$ cat src/rtl/simd_agu_pkg.sv
package simd_agu_pkg;
  typedef enum logic [1:0] {
    AM_ZERO  = 2'd0,
    AM_PRE   = 2'd1,
    AM_POST  = 2'd2,
    AM_PCREL = 2'd3
  } amode_e;

  typedef enum logic [1:0] {
    SZ_B = 2'd0,
    SZ_H = 2'd1,
    SZ_W = 2'd2,
    SZ_D = 2'd3
  } asize_e;
endpackage

$ cat src/rtl/agu_offset.sv
module agu_offset #(
  parameter int AW   = 32,
  parameter int IMMW = 8,
  parameter int SHW  = 4
) (
  input  logic [IMMW-1:0] imm,
  input  logic [AW-1:0]   rm_val,
  input  logic [SHW-1:0]  shamt,
  input  logic            use_reg,
  output logic [AW-1:0]   off
);
  // immediate counts words: scale by four
  logic [AW-1:0] imm_scaled;
  assign imm_scaled = AW'({imm, 2'b00});

  always_comb begin
    if (use_reg) off = rm_val << shamt;
    else         off = imm_scaled;
  end
endmodule

$ cat src/rtl/agu_addr.sv
module agu_addr
  import simd_agu_pkg::*;
#(
  parameter int AW = 32
) (
  input  logic [AW-1:0] base,
  input  logic [AW-1:0] pc,
  input  logic [AW-1:0] off,
  input  logic          sub,
  input  amode_e        mode,
  output logic [AW-1:0] addr,
  output logic [AW-1:0] wb_val,
  output logic          wb_mode
);
  logic [AW-1:0] anchor;
  logic [AW-1:0] moved;

  assign anchor = (mode == AM_PCREL) ? pc : base;
  assign moved  = sub ? (anchor - off) : (anchor + off);

  always_comb begin
    addr    = base;
    wb_val  = base;
    wb_mode = 1'b0;
    unique case (mode)
      AM_PRE: begin
        addr    = moved;
        wb_val  = moved;
        wb_mode = 1'b1;
      end
      AM_POST: begin
        wb_val  = moved;
        wb_mode = 1'b1;
      end
      AM_PCREL: addr = moved;
      default: ;
    endcase
  end
endmodule

$ cat src/rtl/agu_lanes.sv
module agu_lanes
  import simd_agu_pkg::*;
#(
  parameter int LANES = 8,
  localparam int LOGL = $clog2(LANES)
) (
  input  asize_e           size,
  input  logic [LOGL-1:0]  addr_lo,
  output logic [LANES-1:0] byte_en,
  output logic             fault
);
  logic [LOGL-1:0] start;
  logic [LOGL:0]   nbytes;

  assign nbytes = (LOGL+1)'(1) << size;
  // round the low address down to the access width
  assign start  = addr_lo & ~LOGL'(nbytes - 1'b1);

  for (genvar i = 0; i < LANES; i++) begin : g_lane
    assign byte_en[i] = (i >= int'(start)) && (i < int'(start) + int'(nbytes));
  end

  assign fault = (size == SZ_D) && (addr_lo != '0);
endmodule

$ cat src/rtl/simd_agu.sv
module simd_agu
  import simd_agu_pkg::*;
#(
  parameter int AW    = 32,
  parameter int IMMW  = 8,
  parameter int SHW   = 4,
  parameter int LANES = 8,
  localparam int LOGL = $clog2(LANES)
) (
  input  logic             clk,
  input  logic             rst_n,
  input  logic             in_valid,
  output logic             in_ready,
  input  logic [AW-1:0]    base,
  input  logic [AW-1:0]    pc,
  input  logic [IMMW-1:0]  imm,
  input  logic [AW-1:0]    rm_val,
  input  logic             rm_is_pc,
  input  logic [SHW-1:0]   shamt,
  input  logic             use_reg,
  input  logic             sub,
  input  logic [1:0]       mode,
  input  logic [1:0]       size,
  output logic             out_valid,
  input  logic             out_ready,
  output logic [AW-1:0]    addr,
  output logic [LANES-1:0] byte_en,
  output logic             wb_en,
  output logic [AW-1:0]    wb_val,
  output logic             align_fault,
  output logic             invalid
);
  amode_e mode_e;
  asize_e size_e;
  assign mode_e = amode_e'(mode);
  assign size_e = asize_e'(size);

  logic indexed;
  logic reg_sel;
  assign indexed = (mode_e == AM_PRE) || (mode_e == AM_POST);
  assign reg_sel = use_reg && indexed;

  logic [AW-1:0] off_c, addr_c, wbv_c;
  logic          wbm_c;
  logic [LANES-1:0] be_c;
  logic          flt_c, inv_c;

  agu_offset #(.AW(AW), .IMMW(IMMW), .SHW(SHW)) u_off (
    .imm(imm), .rm_val(rm_val), .shamt(shamt), .use_reg(reg_sel), .off(off_c)
  );

  agu_addr #(.AW(AW)) u_addr (
    .base(base), .pc(pc), .off(off_c), .sub(sub), .mode(mode_e),
    .addr(addr_c), .wb_val(wbv_c), .wb_mode(wbm_c)
  );

  agu_lanes #(.LANES(LANES)) u_lanes (
    .size(size_e), .addr_lo(addr_c[LOGL-1:0]), .byte_en(be_c), .fault(flt_c)
  );

  assign inv_c = reg_sel && rm_is_pc;

  logic   accept;
  amode_e mode_q;
  asize_e size_q;

  assign in_ready = !out_valid || out_ready;
  assign accept   = in_valid && in_ready;

  always_ff @(posedge clk) begin
    if (!rst_n) begin
      out_valid   <= 1'b0;
      addr        <= '0;
      byte_en     <= '0;
      wb_en       <= 1'b0;
      wb_val      <= '0;
      align_fault <= 1'b0;
      invalid     <= 1'b0;
      mode_q      <= AM_ZERO;
      size_q      <= SZ_B;
    end else if (accept) begin
      out_valid   <= 1'b1;
      addr        <= addr_c;
      byte_en     <= be_c;
      wb_en       <= wbm_c && !inv_c;
      wb_val      <= wbv_c;
      align_fault <= flt_c;
      invalid     <= inv_c;
      mode_q      <= mode_e;
      size_q      <= size_e;
    end else if (out_ready) begin
      out_valid   <= 1'b0;
    end
  end

  AST_HOLD_STABLE: assert property (@(posedge clk) disable iff (!rst_n)
    out_valid && !out_ready |=> out_valid && $stable(addr) && $stable(byte_en) && $stable(wb_val));
  AST_WB_NOT_INVALID: assert property (@(posedge clk) disable iff (!rst_n)
    out_valid |-> !(wb_en && invalid));
  AST_FAULT_DW_ONLY: assert property (@(posedge clk) disable iff (!rst_n)
    out_valid && align_fault |-> size_q == SZ_D);
  AST_LANE_COUNT: assert property (@(posedge clk) disable iff (!rst_n)
    out_valid |-> $countones(byte_en) == (1 << size_q));
  AST_WB_MODE: assert property (@(posedge clk) disable iff (!rst_n)
    out_valid && wb_en |-> (mode_q == AM_PRE) || (mode_q == AM_POST));
  AST_PRE_WB_ADDR: assert property (@(posedge clk) disable iff (!rst_n)
    out_valid && mode_q == AM_PRE |-> wb_val == addr);
  AST_ZERO_NO_MOVE: assert property (@(posedge clk) disable iff (!rst_n)
    out_valid && mode_q == AM_ZERO |-> addr == wb_val && !wb_en);
endmodule

$ cat config.mk
export PLATFORM = sky130hd
export DESIGN_NAME = simd_agu
export DESIGN_NICKNAME = d
export VERILOG_FILES = /design/src/rtl/simd_agu_pkg.sv /design/src/rtl/agu_offset.sv /design/src/rtl/agu_addr.sv /design/src/rtl/agu_lanes.sv /design/src/rtl/simd_agu.sv
export SDC_FILE = /design/constraint.sdc
export NUM_CORES = 1
export LEC_CHECK = 0
export ABC_AREA = 0
export ABC_CLOCK_PERIOD_IN_PS = 6500
export BUFFER_PORTS_ARGS = -buffer_cell sky130_fd_sc_hd__buf_4
export CORE_MARGIN = 1
export CORE_UTILIZATION = 53
export DETAILED_ROUTE_END_ITERATION = 16
export GPL_TIMING_DRIVEN = 1
export HOLD_SLACK_MARGIN = 0.12
export PLACE_DENSITY = 0.82
export SLEW_MARGIN = 20
export SYNTH_ARGS = -nofsm -noshare
export SYNTH_HDL_FRONTEND = slang
export SYNTH_SLANG_ARGS = --single-unit
$ cat constraint.sdc
create_clock -name clk -period 6.5 [get_ports clk]
set_input_delay 1.3 -clock clk [delete_from_list [all_inputs] [get_ports clk]]
set_output_delay 1.3 -clock clk [all_outputs]
set_load 0.01 [all_outputs]
==> flow_metrics.py <==
metrics = {
    "worst_setup_path": {
        "crit_path_max_fanout": 18,
        "critical_path_arrival_ps": 6420,
        "critical_path.startpoint_type": "input port",
        "crit_path_end_kind": "register",
        "criticalPathCategory": "input port to register",
        "required_ps": 6720,
        "reg2regPathDepth": 6,
    },
    "place": {
        "dp.cells": 1344,
        "detailedPlacementHpwl_um": 18900,
        "finalWeightedCongestion": 0.963,
        "placement.io_buffers": 195,
    },
    "sta": {
        "relSlewSlack": 0.369,
        "rsz0062_at_grt": "false",
        "finalMaxSlewViolations": 0,
        "final_setup_violation_count": 0,
        "timing_hold_violations_final": 0,
        "holdWs_ps": 450,
        "slew_at_the_pin_with_the_worst_max_slew_slack_ps": 947,
        "max_clock_freq_ghz": 0.161,
        "period_share": 0.954,
        "clock-skew-final_ps": 7.64,
        "min_period_ps": 6200,
        "setup-tns-final_ps": 0,
    },
    "die": {
        "floorplan.die.height_um": 123,
        "num_io_pins": 196,
        "placeableCoreArea_um2": 14500,
        "die_w_um": 123,
        "placement_rows": 44,
        "initial_utilization": 0.540,
        "dieArea_um2": 15200,
    },
    "clocking": {
        "clk_root_buffer_cell": "sky130_fd_sc_hd__clkbuf_16",
        "cts_tree": "built",
        "clk_transition_reported_paths_ps": 60,
        "worstSkewPairLatency_ps": 340,
        "cts_resized": 0,
        "tritoncts_buffers": 9,
        "cts_num_sinks": 76,
        "clock_path_buffers": 2,
        "cts-hold-fix-buffers": 0,
        "clock_tree.htree_level_count": 3,
        "post_cts.repair.setup_buffers": 0,
    },
    "finish": {
        "post_route_cells_drive_above_1_share": 0.271,
        "multi_input_area_um2": 5920,
        "syn_to_final_growth_pct": 24.6,
        "insertedDiodeCount": 0,
        "register_area_um2": 1520,
        "final_core_utilization": 0.673,
        "nets": 1328,
        "fillerInstances": 1251,
        "fin_cells": 1360,
    },
    "drt": {
        "route.detailed.wl_per_inst_um": 17.8,
        "detailroute.via_count": 8448,
        "antenna_violating_nets_remaining": 0,
        "drt_iter0_markers": 961,
        "routed_via_density": 6.21,
        "firstDrtPassIters": 7,
        "remaining_drc_errors": 0,
        "routed_wl_um": 24200,
    },
    "synth": {
        "yosys_register_bits": 76,
        "synth_async_sr_flop_share": 0,
        "number_of_warnings_reported_in_the_yosys_synthesis_log": 0,
        "synth_enable_flop_cells": 0,
        "synth_top_cell_by_area": "sky130_fd_sc_hd__dfxtp_1",
        "synthTopCellsByArea": "sky130_fd_sc_hd__dfxtp_1, sky130_fd_sc_hd__mux4_2, sky130_fd_sc_hd__mux2i_1, sky130_fd_sc_hd__nand2_1, sky130_fd_sc_hd__a21oi_1",
        "synth_ff_type": "sky130_fd_sc_hd__dfxtp_1",
        "netlist_instances": 1008,
        "ys_types": 80,
        "synth-seq-area-share": 0.195,
        "syn_area_per_cell_um2": 7.76,
        "synthDominantCellAreaShare": 0.195,
        "synth_fp_nets": 1165,
        "synthesized_area_um2": 7820,
    },
    "global_route": {
        "gr-usage-all-layers": 0.315,
        "global_route_wire_length_before_repair_um": 38000,
        "grt_pass1_vias": 7492,
        "maximum_number_of_pins_on_one_net_before_global_route_repair": 106,
        "overflow": 0,
        "antenna_found_initial": 0,
    },
    "power": {
        "ir_drop_worst_vdd_v": 0.000141,
        "power_density_nw_per_um2": 211,
        "p_leak_nw": 4.24,
        "final_total_pwr_mw": 2.05,
    },
    "worst_hold_path": {
        "worst_hold_path_cell_count": 2,
        "worstHoldPathType": "register to register",
    },
    "outcome": {
        "run_status": "completed",
    },
    "flow_run": {
        "maxCapViolations": 0,
    },
}
[per-stage QoR]
| step | cell area (µm²) | worst slack (ps) |
|---|---|---|
| finish | 9740 | 296 |
| global route | 9740 | 25.2 |
| CTS | 9740 | 455 |
| detailed placement | 9430 | 127 |
| global placement | 9430 | 162 |
| floorplan | 7820 | 397 |
[final timing paths]
check	startpoint	endpoint	slack, ps
setup / recovery	shamt[1]	wb_val[31]$_SDFFE_PN0P_	300
hold / removal	invalid$_SDFFE_PN0P_	invalid$_SDFFE_PN0P_	450
setup reg to reg	out_valid$_SDFFE_PN0P_	wb_val[31]$_SDFFE_PN0P_	4440
hold reg to reg	invalid$_SDFFE_PN0P_	invalid$_SDFFE_PN0P_	450
[synth_stat cells, types with 7 or more instances]
cell / number
sky130_fd_sc_hd__mux2i_1: 49
sky130_fd_sc_hd__nand2b_1: 7
sky130_fd_sc_hd__and2_1: 13
sky130_fd_sc_hd__xor2_1: 31
sky130_fd_sc_hd__clkbuf_1: 49
sky130_fd_sc_hd__a211oi_1: 16
sky130_fd_sc_hd__a31oi_1: 29
sky130_fd_sc_hd__inv_1: 20
sky130_fd_sc_hd__nand2_1: 128
sky130_fd_sc_hd__xnor2_1: 26
sky130_fd_sc_hd__and3_1: 12
sky130_fd_sc_hd__a21o_1: 14
sky130_fd_sc_hd__nor2b_1: 11
sky130_fd_sc_hd__a21oi_1: 93
sky130_fd_sc_hd__o21ai_0: 57
sky130_fd_sc_hd__mux2_2: 34
sky130_fd_sc_hd__a311oi_1: 16
sky130_fd_sc_hd__o211ai_1: 17
sky130_fd_sc_hd__dfxtp_1: 76
sky130_fd_sc_hd__nor3_1: 17
sky130_fd_sc_hd__mux4_2: 23
sky130_fd_sc_hd__nor2_1: 86
sky130_fd_sc_hd__nand3_1: 24
sky130_fd_sc_hd__buf_1: 13
sky130_fd_sc_hd__ha_1: 36
[cells by family after synthesis]
family / synth area share
adder cells (fa/ha/maj): 0.0627
buffers and inverters: 0.0490
XOR/XNOR: 0.0639
AND/OR/NAND/NOR: 0.204
flip-flops: 0.195
multiplexers: 0.183
AO/OA/AOI/OAI: 0.242
[critical path, cell delays in order]
cell and delay (ps):
sky130_fd_sc_hd__buf_4 230, sky130_fd_sc_hd__buf_4 330, sky130_fd_sc_hd__buf_4 310, sky130_fd_sc_hd__mux4_2 550, sky130_fd_sc_hd__mux2i_1 230, sky130_fd_sc_hd__mux2i_1 130
sky130_fd_sc_hd__o21ai_0 220, sky130_fd_sc_hd__nor4b_1 490, sky130_fd_sc_hd__a41oi_1 300, sky130_fd_sc_hd__xor2_1 290, sky130_fd_sc_hd__ha_1 340, sky130_fd_sc_hd__inv_1 150
sky130_fd_sc_hd__o21bai_1 110, sky130_fd_sc_hd__a21o_1 200, sky130_fd_sc_hd__a21oi_1 120, sky130_fd_sc_hd__o21ai_0 170, sky130_fd_sc_hd__a311o_1 450, sky130_fd_sc_hd__nor2b_1 150
sky130_fd_sc_hd__a311o_1 350
[metal layers]
layer | wire, µm | track usage | part of all wire
met4 | 564 | 0.0994 | 0.023
met5 | 0 | 0 | 0
met3 | 2110 | 0.0383 | 0.087
met2 | 10900 | 0.508 | 0.45
met1 | 10600 | 0.436 | 0.44
[layout make-up]
cell class / count / share of cell area
Clock buffer: 10 / 0.0245
Timing Repair Buffer: 223 / 0.172
Tap cell: 184 / 0.0236
Clock inverter: 6 / 0.00720
Inverter: 23 / 0.00887
Sequential cell: 76 / 0.156
Multi-Input combinational cell: 838 / 0.608
[flip-flops by register name, indices dropped and copies added (netlist names)]
signal and flops:
byte_en 8, addr 32, align_fault 1, wb_val 32, invalid 1, out_valid 1, wb_en 1
[cell usage in the layout, fill, tap and decap left out, types with 7 or more instances in the layout]
| cell | count |
|---|---|
| sky130_fd_sc_hd__a311oi_1 | 16 |
| sky130_fd_sc_hd__mux4_2 | 23 |
| sky130_fd_sc_hd__o21ai_0 | 57 |
| sky130_fd_sc_hd__nor2_1 | 85 |
| sky130_fd_sc_hd__nand3_1 | 24 |
| sky130_fd_sc_hd__a211oi_1 | 16 |
| sky130_fd_sc_hd__mux2_2 | 34 |
| sky130_fd_sc_hd__nor3_1 | 17 |
| sky130_fd_sc_hd__and2_1 | 12 |
| sky130_fd_sc_hd__dfxtp_1 | 76 |
| sky130_fd_sc_hd__a21oi_1 | 93 |
| sky130_fd_sc_hd__a31oi_1 | 29 |
| sky130_fd_sc_hd__xnor2_1 | 26 |
| sky130_fd_sc_hd__nand2_1 | 128 |
| sky130_fd_sc_hd__nor2b_1 | 11 |
| sky130_fd_sc_hd__ha_1 | 36 |
| sky130_fd_sc_hd__mux2i_1 | 49 |
| sky130_fd_sc_hd__clkbuf_16 | 9 |
| sky130_fd_sc_hd__and3_1 | 12 |
| sky130_fd_sc_hd__buf_4 | 223 |
| sky130_fd_sc_hd__inv_1 | 20 |
| sky130_fd_sc_hd__o211ai_1 | 17 |
| sky130_fd_sc_hd__a21o_1 | 14 |
| sky130_fd_sc_hd__xor2_1 | 31 |
| sky130_fd_sc_hd__nand2b_1 | 7 |
[power by group]
part           leakage, nW  switching [mW]  internal, mW
combinational         3.47           0.559         0.430
clock                0.142           0.210         0.311
sequential           0.629          0.0289         0.516
Note: power is estimated with default switching activity, not from simulation.
